[src/rtl/stretchPkg.sv]
package stretchPkg;

  typedef enum logic [3:0] {
    KIND_FREE    = 4'd0,
    KIND_PAGEWR  = 4'd1,
    KIND_PROGW   = 4'd2,
    KIND_RDW     = 4'd3,
    KIND_STKW    = 4'd4,
    KIND_WRW     = 4'd5,
    KIND_RDB     = 4'd6,
    KIND_STKB    = 4'd7,
    KIND_USTB    = 4'd8,
    KIND_WRB     = 4'd9
  } accKindE;

  localparam logic [1:0] RGN_IRAM = 2'd0;
  localparam logic [1:0] RGN_EXT  = 2'd2;

  // strobes from control to datapath
  typedef struct packed {
    logic accept;
  } ctrlStbS;

endpackage

[src/rtl/stretchClassify.sv]
module stretchClassify
  import stretchPkg::*;
(
  input  logic [3:0] accKind,
  output logic       isWord,
  output logic       isDataWord,
  output logic       isByte
);
  always_comb begin
    isWord     = 1'b0;
    isDataWord = 1'b0;
    isByte     = 1'b0;
    case (accKind)
      KIND_PROGW:                  isWord = 1'b1;
      KIND_RDW, KIND_STKW, KIND_WRW: begin
        isWord     = 1'b1;
        isDataWord = 1'b1;
      end
      KIND_RDB, KIND_STKB, KIND_USTB, KIND_WRB: isByte = 1'b1;
      default: ; // free, page write and reserved codes take one cycle
    endcase
  end
endmodule

[src/rtl/stretchDatapath.sv]
module stretchDatapath
  import stretchPkg::*;
#(
  parameter int WAIT_W = 2,
  parameter int CNT_W  = 4
)(
  input  logic              clk,
  input  logic              rst_n,
  input  ctrlStbS           ctrlStb,
  input  logic [3:0]        accKind,
  input  logic [1:0]        region,
  input  logic              narrowBus,
  input  logic              slowCs,
  input  logic [WAIT_W-1:0] csWait,
  input  logic              misaligned,
  output logic [CNT_W-1:0]  calcTotal,
  output logic [CNT_W-1:0]  totalCycles
);
  logic isWord, isDataWord, isByte;
  logic isExt, dblWidth, misAdd, csApply;
  logic [CNT_W-1:0] widthBase, csExtra, waitWide;

  stretchClassify u_cls (
    .accKind   (accKind),
    .isWord    (isWord),
    .isDataWord(isDataWord),
    .isByte    (isByte)
  );

  assign isExt    = (region == RGN_EXT);
  assign dblWidth = isWord && isExt && narrowBus;
  assign misAdd   = isDataWord && misaligned && (region != RGN_IRAM);
  assign csApply  = (isWord || isByte) && isExt && slowCs;
  assign waitWide = CNT_W'(csWait);

  always_comb begin
    widthBase = dblWidth ? CNT_W'(2) : CNT_W'(1);
    csExtra   = '0;
    if (csApply) csExtra = dblWidth ? (waitWide << 1) : waitWide;
    if (isWord || isByte)
      calcTotal = widthBase + csExtra + CNT_W'(misAdd);
    else
      calcTotal = CNT_W'(1);
  end

  always_ff @(posedge clk or negedge rst_n) begin
    if (!rst_n)              totalCycles <= '0;
    else if (ctrlStb.accept) totalCycles <= calcTotal;
  end
endmodule

[src/rtl/stretchControl.sv]
module stretchControl
  import stretchPkg::*;
#(
  parameter int CNT_W = 4
)(
  input  logic             clk,
  input  logic             rst_n,
  input  logic             startStb,
  input  logic [CNT_W-1:0] calcTotal,
  output ctrlStbS          ctrlStb,
  output logic             ready,
  output logic             busy
);
  logic [CNT_W-1:0] remain;
  logic idle;

  assign idle           = (remain == '0);
  assign ctrlStb.accept = startStb && idle;
  assign ready          = idle;
  assign busy           = !idle;

  always_ff @(posedge clk or negedge rst_n) begin
    if (!rst_n)              remain <= '0;
    else if (ctrlStb.accept) remain <= calcTotal - CNT_W'(1);
    else if (!idle)          remain <= remain - CNT_W'(1);
  end
endmodule

[src/rtl/stretchCalc.sv]
module stretchCalc
  import stretchPkg::*;
#(
  parameter int WAIT_W = 2,
  localparam int MAX_TOTAL = 3 + 2 * ((1 << WAIT_W) - 1),
  localparam int CNT_W = $clog2(MAX_TOTAL + 1)
)(
  input  logic              clk,
  input  logic              rst_n,
  input  logic              startStb,
  input  logic [3:0]        accKind,
  input  logic [1:0]        region,
  input  logic              narrowBus,
  input  logic              slowCs,
  input  logic [WAIT_W-1:0] csWait,
  input  logic              misaligned,
  output logic [CNT_W-1:0]  totalCycles,
  output logic              ready,
  output logic              busy
);
  ctrlStbS ctrlStb;
  logic [CNT_W-1:0] calcTotal;

  stretchDatapath #(.WAIT_W(WAIT_W), .CNT_W(CNT_W)) u_dp (
    .clk(clk), .rst_n(rst_n), .ctrlStb(ctrlStb),
    .accKind(accKind), .region(region), .narrowBus(narrowBus),
    .slowCs(slowCs), .csWait(csWait), .misaligned(misaligned),
    .calcTotal(calcTotal), .totalCycles(totalCycles)
  );

  stretchControl #(.CNT_W(CNT_W)) u_ctl (
    .clk(clk), .rst_n(rst_n), .startStb(startStb),
    .calcTotal(calcTotal), .ctrlStb(ctrlStb),
    .ready(ready), .busy(busy)
  );
endmodule

[config.mk]
export PLATFORM = sky130hd
export DESIGN_NAME = stretchCalc
export DESIGN_NICKNAME = d
export VERILOG_FILES = /design/src/rtl/stretchPkg.sv /design/src/rtl/stretchClassify.sv /design/src/rtl/stretchDatapath.sv /design/src/rtl/stretchControl.sv /design/src/rtl/stretchCalc.sv
export SDC_FILE = /design/constraint.sdc
export NUM_CORES = 1
export LEC_CHECK = 0
export ABC_AREA = 1
export BUFFER_PORTS_ARGS = -buffer_cell sky130_fd_sc_hd__buf_2
export CAP_MARGIN = 40
export CORE_ASPECT_RATIO = 0.9
export CORE_MARGIN = 2
export CORE_UTILIZATION = 40
export DETAILED_ROUTE_END_ITERATION = 10
export PLACE_DENSITY_LB_ADDON = 0.15
export RECOVER_POWER = 25
export SLEW_MARGIN = 20
export SYNTH_ARGS = -nofsm -noshare
export SYNTH_HDL_FRONTEND = slang
export SYNTH_HIERARCHICAL = 1
export SYNTH_SLANG_ARGS = --single-unit
[constraint.sdc]
create_clock -name clk -period 2.17 [get_ports clk]
set_input_delay 0.217 -clock clk [delete_from_list [all_inputs] [get_ports clk]]
set_output_delay 0.217 -clock clk [all_outputs]
set_load 0.005 [all_outputs]
==> impl_metrics.prom, run 1 <==
# TYPE chip_impl_metric gauge
chip_impl_metric{name="postSynthRegisterBits",unit=""} 8
chip_impl_info{name="synthFlopType",value="dfrtp_1"} 1
chip_impl_metric{name="report.power.total",unit="mW"} 0.894
chip_impl_metric{name="slew_worst_pin",unit="ns"} 0.459
chip_impl_metric{name="hpwlAfterDp",unit="microns"} 1330
chip_impl_metric{name="grt.overflow.total",unit=""} 0
chip_impl_metric{name="die_width",unit="microns"} 49.9
chip_impl_metric{name="whs_path_depth",unit=""} 5
chip_impl_metric{name="worst_clock_skew",unit="ns"} 0.0118
chip_impl_metric{name="ctsLongestPathBuffers",unit=""} 2
chip_impl_info{name="cts_tree",value="yes"} 1
chip_impl_metric{name="drive_above_1_share",unit="%"} 47.3
chip_impl_metric{name="synth_fp_nets",unit=""} 127
chip_impl_metric{name="cts_max_level",unit=""} 1
chip_impl_metric{name="cts.clk_slew.worst_paths",unit="ns"} 0.06
chip_impl_info{name="worst_r2r_endpoint",value="u_ctl/remain[2]"} 1
chip_impl_metric{name="synth_area",unit="sq um"} 759
chip_impl_info{name="final_cell_mix",value="25 x nand2_1, 19 x buf_4, 19 x inv_1"} 1
chip_impl_metric{name="synth-edff-count",unit=""} 0
chip_impl_metric{name="area_added_between_synthesis_and_finish",unit="%"} 52.1
chip_impl_info{name="crit_path_start",value="accKind[3]"} 1
chip_impl_metric{name="place.port_buffers",unit=""} 19
chip_impl_metric{name="footprint_of_the_multi_input_gates",unit="sq um"} 537
chip_impl_metric{name="slew_headroom",unit="%"} 69.4
chip_impl_metric{name="rrSetupSlack",unit="ns"} 0.64
chip_impl_info{name="timing.hold.worst.start",value="csWait[1]"} 1
chip_impl_metric{name="final.hold.worst_slack",unit="ns"} 0.339
chip_impl_metric{name="design.portCount",unit=""} 20
chip_impl_metric{name="crit_arrival",unit="ns"} 2.59
chip_impl_info{name="path_class",value="input pin to flip-flop"} 1
chip_impl_metric{name="synth_top_cell_area_share",unit="%"} 26.4
chip_impl_metric{name="report.final.setup_viol",unit=""} 3
chip_impl_info{name="cts_root_buf",value="clkbuf_4"} 1
chip_impl_info{name="rsz0062_at_grt",value="true"} 1
chip_impl_metric{name="cts_sinks",unit=""} 8
chip_impl_metric{name="grt_pass1_wl",unit="microns"} 3070
chip_impl_metric{name="asyncSetResetFlopFracSynth",unit="%"} 100
chip_impl_metric{name="ant_nets",unit=""} 0
chip_impl_metric{name="grt_usage",unit="%"} 18.4
chip_impl_metric{name="via_per_inst",unit=""} 4.59
chip_impl_metric{name="critical_path.max_fanout",unit=""} 3
chip_impl_metric{name="timing.final.crit_period",unit="ns"} 2.39
chip_impl_metric{name="hold_viol",unit=""} 0
chip_impl_info{name="worst_hold_class",value="input pin to flip-flop"} 1
chip_impl_metric{name="max_slew_violation_total_from_the_final_report",unit=""} 0
chip_impl_metric{name="p_leak",unit="nW"} 0.636
chip_impl_metric{name="clk-insertion-delay-late",unit="ns"} 0.26
chip_impl_metric{name="initial_core_util",unit="%"} 43.8
chip_impl_info{name="crit-reg2reg-launch",value="u_ctl/remain[3]"} 1
chip_impl_metric{name="n_antenna_cell",unit=""} 0
chip_impl_metric{name="critical_path_required",unit="ns"} 2.37
chip_impl_metric{name="initialDrtViolationCount",unit=""} 18
chip_impl_metric{name="worst_ir_drop_vdd",unit="V"} 0.000596
chip_impl_metric{name="ys.warnings.count",unit=""} 6
chip_impl_metric{name="ys_types",unit=""} 23
chip_impl_metric{name="fmax",unit="GHz"} 0.419
chip_impl_info{name="worstHoldEndpoint",value="u_dp/totalCycles[3]"} 1
chip_impl_metric{name="grt_antenna_before_repair",unit=""} 0
chip_impl_metric{name="layout.nets",unit=""} 170
chip_impl_metric{name="maximum_number_of_pins_on_one_net_before_global_route_repair",unit=""} 9
chip_impl_metric{name="drt_wl_total",unit="microns"} 1790
chip_impl_metric{name="floorplan.die_area",unit="sq um"} 2260
chip_impl_metric{name="fin_tns_setup",unit="ns"} -0.504
chip_impl_info{name="synth_top_cells_by_area",value="dfrtp_1 26%, nand2_1 13%, inv_1 10%"} 1
chip_impl_metric{name="detail_routed_net_length_per_standard_cell",unit="microns"} 10.3
chip_impl_info{name="layout_commonest_cell",value="nand2_1"} 1
chip_impl_metric{name="drc",unit=""} 0
chip_impl_metric{name="die_h",unit="microns"} 45.3
chip_impl_metric{name="first_pass_iters",unit=""} 4
chip_impl_metric{name="ff_latch_area",unit="sq um"} 200
chip_impl_metric{name="syn-instance-count",unit=""} 109
chip_impl_metric{name="fp-row-count",unit=""} 14
chip_impl_metric{name="number_of_global_route_vias_before_repair",unit=""} 746
chip_impl_metric{name="core_area",unit="sq um"} 1730
chip_impl_info{name="failed_checks",value="negative setup slack"} 1
chip_impl_metric{name="vias",unit=""} 799
chip_impl_metric{name="cts_inserted_buffers",unit=""} 3
chip_impl_metric{name="cap_viol_max_count",unit=""} 0
chip_impl_metric{name="fillCellCount",unit=""} 147
chip_impl_info{name="setup.worst_path.start_class",value="input pin"} 1
chip_impl_metric{name="pre_cts_slack",unit="ns"} -0.558
chip_impl_info{name="yosys.area.top_type",value="dfrtp_1"} 1
chip_impl_metric{name="synth_area_per_cell",unit="sq um"} 6.97
chip_impl_metric{name="final.period_utilization",unit="%"} 110
chip_impl_info{name="end_kind",value="flip-flop"} 1
chip_impl_metric{name="pwr_density_cell",unit="nW/um^2"} 774
chip_impl_metric{name="finalWorstSetupSlack",unit="ns"} -0.218
chip_impl_metric{name="synth_seq_area_share",unit="%"} 26.4
chip_impl_metric{name="worst_reg_to_reg_path_cell_count",unit=""} 7
chip_impl_metric{name="routabilityCongestion",unit=""} 0.796
chip_impl_info{name="status",value="finished with violations"} 1
-- worst max-delay path: stages --
cell	delay (ns)
buf_12	0.11
inv_12	0.05
nand2_4	0.04
o21ai_4	0.16
nor2_4	0.07
nor2_4	0.11
nand4_1	0.12
fa_2	0.42
fa_2	0.43
nor2_2	0.11
nand4_1	0.08
nand2_1	0.11
inv_2	0.06
ha_4	0.15
or2_1	0.23
a21oi_2	0.11
-- cell usage after synthesis (2+ instances only) --
library cell	instances
ha_1	2
nand3_2	2
inv_2	3
fa_1	2
nor2_4	2
nor2_1	12
or2_1	2
a21oi_1	4
dfrtp_1	8
nand2_1	26
nor2_2	4
inv_1	21
nand4_1	6
nand3_1	3
nand2_2	4
-- state kept, by name (all words and copies together) (netlist names) --
| signal | cells |
|---|---|
| u_ctl/remain | 4 |
| u_dp/totalCycles | 4 |
-- layout make-up --
cell class,count,area share (%)
Timing Repair Buffer,38,22.8
Multi-Input combinational cell,77,46.5
Clock buffer,3,1.95
Sequential cell,8,17.3
Tap cell,24,2.60
Inverter,24,8.88
-- worst max path at each step --
stage / end / depth (start not counted)
floorplan: u_ctl/remain[2] / 15
global placement: u_ctl/remain[2] / 17
detailed placement: u_ctl/remain[2] / 16
CTS: u_ctl/remain[2] / 16
global route: u_ctl/remain[2] / 17
finish: u_ctl/remain[2] / 16
-- per-layer routing --
| metal | vias to the layer above | wire length (microns) | part of all wire (%) | track usage (%) |
|---|---|---|---|---|
| met4 | 0 | 0 | 0 | 5.00 |
| met1 | 360 | 801 | 45 | 21.6 |
| met2 | 17 | 895 | 50 | 32.8 |
| met3 | 0 | 87 | 4.9 | 5.96 |
| met5 | - | 0 | 0 | 0 |
| li1 | 422 | - | - | - |
-- where the power goes --
group / switching (mW) / internal (mW) / total [mW]
clock: 0.0544 / 0.0636 / 0.118
combinational: 0.279 / 0.236 / 0.515
sequential: 0.0532 / 0.208 / 0.261
-- kinds of logic (layout without fill, tap and decap cells) --
| group | count (synthesis) | after routing | synth area share, % |
|---|---|---|---|
| AO/OA/AOI/OAI | 9 | 9 | 7.25 |
| AND/OR/NAND/NOR | 64 | 64 | 46.0 |
| adder cells (fa/ha/maj) | 4 | 4 | 8.57 |
| flip-flops | 8 | 8 | 26.4 |
| buffers and inverters | 24 | 65 | 11.9 |
-- timing repair --
action	4_1_cts	5_1_grt
setup buffers	3	2
gates resized for setup	8	4
endpoints found under the setup margin	3	3
endpoints found under the hold margin	8	0
pin swaps	5	7
hold buffers	1	0
-- metrics by stage --
stage               utilization, %  cells  cell area, sq um
global placement              60.8    166              1050
detailed placement            60.8    166              1050
floorplan                        -    109               823
global route                  66.6    174              1150
finish                        66.6    174              1150
CTS                           65.1    172              1130
(Power assumes the default switching activity.)
==> run 2: changes to the inputs <==
GPL_TIMING_DRIVEN = 0   (was default)
==> run 2 against run 1 <==
Effect of this change:
- the run still ends with negative setup slack left
- via count fell by 5.9%
- clock skew fell by 0.010 ns
- die area did not move
- first-iteration DRC count fell by 72%
- combinational power fell by 5.8%
- core utilization fell by 3.7 points
- highest routed layer unchanged
==> impl_metrics.prom, run 2 (same netlist as run 1, synthesis figures left out) <==
# TYPE chip_impl_metric gauge
chip_impl_metric{name="place.port_buffers",unit=""} 19
chip_impl_metric{name="report.final.setup_viol",unit=""} 3
chip_impl_info{name="status",value="finished with violations"} 1
chip_impl_info{name="final_cell_mix",value="23 x nand2_1, 19 x inv_1, 15 x buf_2"} 1
chip_impl_metric{name="final.hold.worst_slack",unit="ns"} 0.346
chip_impl_metric{name="drc",unit=""} 0
chip_impl_metric{name="worst_ir_drop_vdd",unit="V"} 0.000493
chip_impl_metric{name="detail_routed_net_length_per_standard_cell",unit="microns"} 9.95
chip_impl_info{name="timing.hold.worst.start",value="csWait[1]"} 1
chip_impl_info{name="setup.worst_path.start_class",value="input pin"} 1
chip_impl_info{name="cts_root_buf",value="clkbuf_4"} 1
chip_impl_metric{name="cts_max_level",unit=""} 1
chip_impl_metric{name="final_cell_area",unit="sq um"} 1090
chip_impl_metric{name="ant_nets",unit=""} 0
chip_impl_metric{name="via_per_inst",unit=""} 4.61
chip_impl_metric{name="timing.final.crit_period",unit="ns"} 2.46
chip_impl_info{name="worst_r2r_endpoint",value="u_ctl/remain[1]"} 1
chip_impl_metric{name="n_antenna_cell",unit=""} 0
chip_impl_metric{name="fmax",unit="GHz"} 0.407
chip_impl_metric{name="crit_arrival",unit="ns"} 2.64
chip_impl_metric{name="maximum_number_of_pins_on_one_net_before_global_route_repair",unit=""} 9
chip_impl_info{name="end_kind",value="flip-flop"} 1
chip_impl_metric{name="grt.overflow.total",unit=""} 0
chip_impl_metric{name="whs_path_depth",unit=""} 5
chip_impl_metric{name="drive_above_1_share",unit="%"} 43.9
chip_impl_metric{name="design.portCount",unit=""} 20
chip_impl_metric{name="place.detailed.instances",unit=""} 152
chip_impl_metric{name="slew_worst_pin",unit="ns"} 0.442
chip_impl_info{name="rsz0062_at_grt",value="true"} 1
chip_impl_metric{name="placed_area",unit="sq um"} 948
chip_impl_info{name="largest_registers",value="u_ctl/remain (4), u_dp/totalCycles (4)"} 1
chip_impl_metric{name="fillCellCount",unit=""} 156
chip_impl_info{name="failed_checks",value="negative setup slack"} 1
chip_impl_metric{name="critical_path.max_fanout",unit=""} 3
chip_impl_metric{name="hpwlAfterDp",unit="microns"} 1270
chip_impl_metric{name="finalWorstSetupSlack",unit="ns"} -0.288
chip_impl_metric{name="pre_cts_slack",unit="ns"} -0.712
chip_impl_metric{name="clk-insertion-delay-late",unit="ns"} 0.24
chip_impl_metric{name="core_area",unit="sq um"} 1730
chip_impl_metric{name="first_pass_iters",unit=""} 4
chip_impl_info{name="path_class",value="input pin to flip-flop"} 1
chip_impl_metric{name="final.period_utilization",unit="%"} 113
chip_impl_info{name="worst_hold_class",value="input pin to flip-flop"} 1
chip_impl_metric{name="rrSetupSlack",unit="ns"} 0.61
chip_impl_metric{name="die_h",unit="microns"} 45.3
chip_impl_metric{name="critical_path_required",unit="ns"} 2.35
chip_impl_metric{name="die_width",unit="microns"} 49.9
chip_impl_metric{name="max_slew_violation_total_from_the_final_report",unit=""} 0
chip_impl_metric{name="p_leak",unit="nW"} 0.593
chip_impl_metric{name="initialDrtViolationCount",unit=""} 5
chip_impl_info{name="cts_tree",value="yes"} 1
chip_impl_metric{name="grt_antenna_before_repair",unit=""} 0
chip_impl_metric{name="area_added_between_synthesis_and_finish",unit="%"} 43.7
chip_impl_metric{name="floorplan.die_area",unit="sq um"} 2260
chip_impl_metric{name="grt_pass1_wl",unit="microns"} 3040
chip_impl_metric{name="initial_core_util",unit="%"} 43.8
chip_impl_metric{name="number_of_global_route_vias_before_repair",unit=""} 741
chip_impl_metric{name="hold_viol",unit=""} 0
chip_impl_metric{name="fp-row-count",unit=""} 14
chip_impl_metric{name="slew_headroom",unit="%"} 70.5
chip_impl_metric{name="layout.nets",unit=""} 159
chip_impl_metric{name="ctsLongestPathBuffers",unit=""} 2
chip_impl_metric{name="worst_clock_skew",unit="ns"} 0.00150
chip_impl_metric{name="worst_reg_to_reg_path_cell_count",unit=""} 7
chip_impl_metric{name="vias",unit=""} 752
chip_impl_metric{name="cts_inserted_buffers",unit=""} 3
chip_impl_metric{name="grt_usage",unit="%"} 17.9
chip_impl_metric{name="pwr_density_cell",unit="nW/um^2"} 773
chip_impl_metric{name="routabilityCongestion",unit=""} 0.773
chip_impl_metric{name="cts_sinks",unit=""} 8
chip_impl_metric{name="cap_viol_max_count",unit=""} 0
chip_impl_metric{name="finished_layout_cells",unit=""} 163
chip_impl_info{name="layout_commonest_cell",value="nand2_1"} 1
chip_impl_info{name="worstHoldEndpoint",value="u_dp/totalCycles[3]"} 1
chip_impl_metric{name="drt_wl_total",unit="microns"} 1620
chip_impl_info{name="crit-reg2reg-launch",value="u_ctl/remain[1]"} 1
chip_impl_metric{name="cts.clk_slew.worst_paths",unit="ns"} 0.05
run 2: worst max-delay path, stage by stage:
cell     delay [ns]
buf_12         0.11
inv_12         0.05
nand2_4        0.04
o21ai_4        0.16
nor2_4         0.07
nor2_4         0.08
nand4_1        0.12
fa_2           0.40
fa_2           0.49
nor2_4         0.14
nand4_1        0.11
nand2_2        0.09
inv_2          0.05
ha_4           0.20
or2_1          0.24
inv_1          0.06
run 2: what timing repair did:
item	CTS	global route
hold buffers	1	0
resized for setup	13	4
setup buffers	5	3
pin swaps	13	11
endpoints found under the setup margin	3	3
hold endpoints to repair	8	0
run 2: power by group:
part / switching, mW / total (mW) / leakage (nW) / internal (mW)
Sequential: 0.0470 / 0.255 / 0.0993 / 0.208
Clock: 0.0410 / 0.104 / 0.0138 / 0.0626
Combinational: 0.280 / 0.485 / 0.480 / 0.205
Total: 0.368 / 0.844 / 0.593 / 0.476
run 2: layout make-up:
class / count / area (sq um) / share of cell area [%]
repair buffers: 27 / 188 / 17.2
well taps: 24 / 30.0 / 2.75
flip-flops and latches: 8 / 200 / 18.3
clock buffers: 3 / 22.5 / 2.06
multi-input cells: 77 / 548 / 50.2
inverters: 24 / 103 / 9.40
run 2: metrics by stage:
| step | setup TNS (ns) | total power [mW] | utilization [%] |
|---|---|---|---|
| 3_5_place_dp | -1.91 | 0.687 | 54.7 |
| 4_1_cts | -0.814 | 0.830 | 61.5 |
| 6_report | -0.634 | 0.844 | 62.9 |
| 3_3_place_gp | -1.82 | 0.670 | 54.7 |
| 2_1_floorplan | -0.591 | 0.565 | - |
| 5_1_grt | -1.12 | 0.931 | 62.9 |
run 2: layer usage:
layer  track usage [%]  wire length (microns)
met5                 0                      0
met4              5.00                      0
met3              3.31                     85
met2              32.0                    796
met1              22.5                    740
run 2: how the worst max path moves through the flow:
stage	slack, ns	start	endpoint	cells past startpoint
4_1_cts	-0.36	accKind[3]	u_ctl/remain[2]	16
5_1_grt	-0.47	accKind[3]	u_ctl/remain[2]	17
6_report	-0.29	accKind[3]	u_ctl/remain[1]	16
2_1_floorplan	-0.28	accKind[3]	u_ctl/remain[2]	15
3_3_place_gp	-0.70	accKind[3]	u_ctl/remain[2]	17
3_5_place_dp	-0.71	accKind[3]	u_ctl/remain[2]	17
==> run 3: changes to the inputs <==
CORE_ASPECT_RATIO = 1.25   (was 0.9)
SETUP_SLACK_MARGIN = 0.1   (was default)
==> run 3 against run 2 <==
Effect of this change:
- the run still ends with negative setup slack left
- count of clock-buffer cells in the layout did not move
- worst setup slack improved by 0.032 ns
- core utilization fell by 0.10 points
- combinational power rose by 7.0%
- fmax rose by 1.3%
- via count rose by 4.3%
- die area barely moved
- highest routed layer is now met4
==> impl_metrics.prom, run 3 (same netlist as run 1, synthesis figures left out) <==
# TYPE chip_impl_metric gauge
chip_impl_metric{name="final_cell_area",unit="sq um"} 1120
chip_impl_metric{name="grt_usage",unit="%"} 17.6
chip_impl_metric{name="ant_nets",unit=""} 0
chip_impl_metric{name="pre_cts_slack",unit="ns"} -0.715
chip_impl_metric{name="cts.clk_slew.worst_paths",unit="ns"} 0.06
chip_impl_info{name="status",value="finished with violations"} 1
chip_impl_info{name="path_class",value="input pin to flip-flop"} 1
chip_impl_info{name="failed_checks",value="negative setup slack"} 1
chip_impl_metric{name="finished_layout_cells",unit=""} 161
chip_impl_metric{name="report.power.total",unit="mW"} 0.889
chip_impl_metric{name="hpwlAfterDp",unit="microns"} 1200
chip_impl_info{name="timing.hold.worst.start",value="startStb"} 1
chip_impl_metric{name="place.detailed.instances",unit=""} 147
chip_impl_metric{name="vias",unit=""} 784
chip_impl_metric{name="placed_area",unit="sq um"} 942
chip_impl_metric{name="area_added_between_synthesis_and_finish",unit="%"} 47.8
chip_impl_metric{name="finalWorstSetupSlack",unit="ns"} -0.256
chip_impl_metric{name="clk-insertion-delay-late",unit="ns"} 0.25
chip_impl_metric{name="drt_wl_total",unit="microns"} 1730
chip_impl_metric{name="grt_antenna_before_repair",unit=""} 0
chip_impl_metric{name="maximum_number_of_pins_on_one_net_before_global_route_repair",unit=""} 9
chip_impl_metric{name="worst_ir_drop_vdd",unit="V"} 0.000356
chip_impl_metric{name="first_pass_iters",unit=""} 4
chip_impl_metric{name="fp-row-count",unit=""} 17
chip_impl_info{name="final_cell_mix",value="22 x nand2_1, 18 x inv_1, 15 x buf_2"} 1
chip_impl_info{name="crit-reg2reg-launch",value="u_ctl/remain[1]"} 1
chip_impl_metric{name="critical_path_required",unit="ns"} 2.35
chip_impl_metric{name="place.port_buffers",unit=""} 19
chip_impl_metric{name="max_slew_violation_total_from_the_final_report",unit=""} 0
chip_impl_info{name="worst_r2r_endpoint",value="u_ctl/remain[2]"} 1
chip_impl_info{name="layout_commonest_cell",value="nand2_1"} 1
chip_impl_metric{name="worst_reg_to_reg_path_cell_count",unit=""} 7
chip_impl_metric{name="cts_max_level",unit=""} 1
chip_impl_metric{name="timing.final.crit_period",unit="ns"} 2.43
chip_impl_metric{name="number_of_global_route_vias_before_repair",unit=""} 695
chip_impl_metric{name="floorplan.die_area",unit="sq um"} 2270
chip_impl_metric{name="layout.nets",unit=""} 162
chip_impl_metric{name="initial_core_util",unit="%"} 42.5
chip_impl_metric{name="design.portCount",unit=""} 20
chip_impl_metric{name="cts_sinks",unit=""} 8
chip_impl_metric{name="grt_pass1_wl",unit="microns"} 2940
chip_impl_info{name="cts_tree",value="yes"} 1
chip_impl_info{name="rsz0062_at_grt",value="true"} 1
chip_impl_info{name="setup.worst_path.start_class",value="input pin"} 1
chip_impl_metric{name="final.hold.worst_slack",unit="ns"} 0.339
chip_impl_metric{name="p_leak",unit="nW"} 0.612
chip_impl_metric{name="final.period_utilization",unit="%"} 112
chip_impl_metric{name="cts_inserted_buffers",unit=""} 3
chip_impl_info{name="worstHoldEndpoint",value="u_ctl/remain[0]"} 1
chip_impl_metric{name="worst_clock_skew",unit="ns"} 0.00623
chip_impl_metric{name="fmax",unit="GHz"} 0.412
chip_impl_info{name="end_kind",value="flip-flop"} 1
chip_impl_metric{name="slew_worst_pin",unit="ns"} 0.450
chip_impl_metric{name="crit_arrival",unit="ns"} 2.60
chip_impl_metric{name="whs_path_depth",unit=""} 3
chip_impl_metric{name="die_width",unit="microns"} 43.0
chip_impl_metric{name="drc",unit=""} 0
chip_impl_info{name="largest_registers",value="u_ctl/remain (4), u_dp/totalCycles (4)"} 1
chip_impl_metric{name="n_antenna_cell",unit=""} 0
chip_impl_metric{name="die_h",unit="microns"} 52.7
chip_impl_metric{name="detail_routed_net_length_per_standard_cell",unit="microns"} 10.7
chip_impl_metric{name="core_area",unit="sq um"} 1790
chip_impl_metric{name="routabilityCongestion",unit=""} 0.766
chip_impl_metric{name="drive_above_1_share",unit="%"} 47.2
chip_impl_metric{name="cap_viol_max_count",unit=""} 0
chip_impl_metric{name="via_per_inst",unit=""} 4.87
chip_impl_metric{name="initialDrtViolationCount",unit=""} 9
chip_impl_info{name="worst_hold_class",value="input pin to flip-flop"} 1
chip_impl_metric{name="rrSetupSlack",unit="ns"} 0.62
chip_impl_metric{name="critical_path.max_fanout",unit=""} 4
chip_impl_metric{name="slew_headroom",unit="%"} 70.0
chip_impl_metric{name="grt.overflow.total",unit=""} 0
chip_impl_metric{name="pwr_density_cell",unit="nW/um^2"} 792
chip_impl_metric{name="hold_viol",unit=""} 0
chip_impl_info{name="cts_root_buf",value="clkbuf_4"} 1
chip_impl_metric{name="report.final.setup_viol",unit=""} 3
chip_impl_metric{name="ctsLongestPathBuffers",unit=""} 2
run 3: cell types whose count changed in the layout (fill, tap and decap cells not counted), sizes merged:
| cell | delta |
|---|---|
| buf | +3 |
run 3: per-layer routing:
layer | vias up | wire length, microns | track usage (%)
li1 | 406 | - | -
met1 | 352 | 658 | 19.2
met2 | 22 | 949 | 33.1
met3 | 4 | 65 | 1.03
met4 | 0 | 52 | 10.6
met5 | - | 0 | 0
run 3: worst max path at each step:
stage | from | end | slack [ns] | cells after the start
after CTS | accKind[3] | u_ctl/remain[2] | -0.31 | 17
after detailed placement | accKind[3] | u_ctl/remain[2] | -0.72 | 17
after global placement | accKind[3] | u_ctl/remain[2] | -0.68 | 17
after global routing | accKind[3] | u_ctl/remain[2] | -0.36 | 17
final | accKind[2] | u_ctl/remain[2] | -0.26 | 16
after floorplan | accKind[3] | u_ctl/remain[2] | -0.28 | 15
run 3: repair_timing:
item	in CTS	in global routing
pin swaps	15	17
resized for setup	11	10
hold endpoints to repair	8	0
setup buffers	7	3
endpoints found under the setup margin	3	4
hold buffers	1	0
cloned	0	0
run 3: cell type report:
type	count	area [sq um]
multi-input cells	77	567
repair buffers	30	206
well taps	19	23.8
fillers	178	664
clock buffers	3	22.5
flip-flops and latches	8	200
inverters	24	103
run 3: report_power, final:
part | total (mW) | internal [mW] | switching, mW
clock network | 0.112 | 0.0632 | 0.0492
registers | 0.258 | 0.208 | 0.0500
logic | 0.519 | 0.232 | 0.287
run 3: metrics by stage:
stage | util [%] | setup TNS (ns)
6_report | 62.8 | -0.610
2_1_floorplan | - | -0.591
3_3_place_gp | 52.7 | -1.87
5_1_grt | 62.8 | -0.929
4_1_cts | 59.7 | -0.647
3_5_place_dp | 52.7 | -1.97
run 3: critical path, cell delays in order:
cell	delay (ns)
buf_6	0.09
inv_2	0.04
nand3_2	0.08
o21ai_4	0.07
buf_4	0.14
nand2_4	0.08
nand4_1	0.13
fa_2	0.40
fa_2	0.45
nor2_4	0.13
nand4_1	0.15
nand2_2	0.11
inv_2	0.05
ha_4	0.15
or2_1	0.20
a21oi_1	0.12
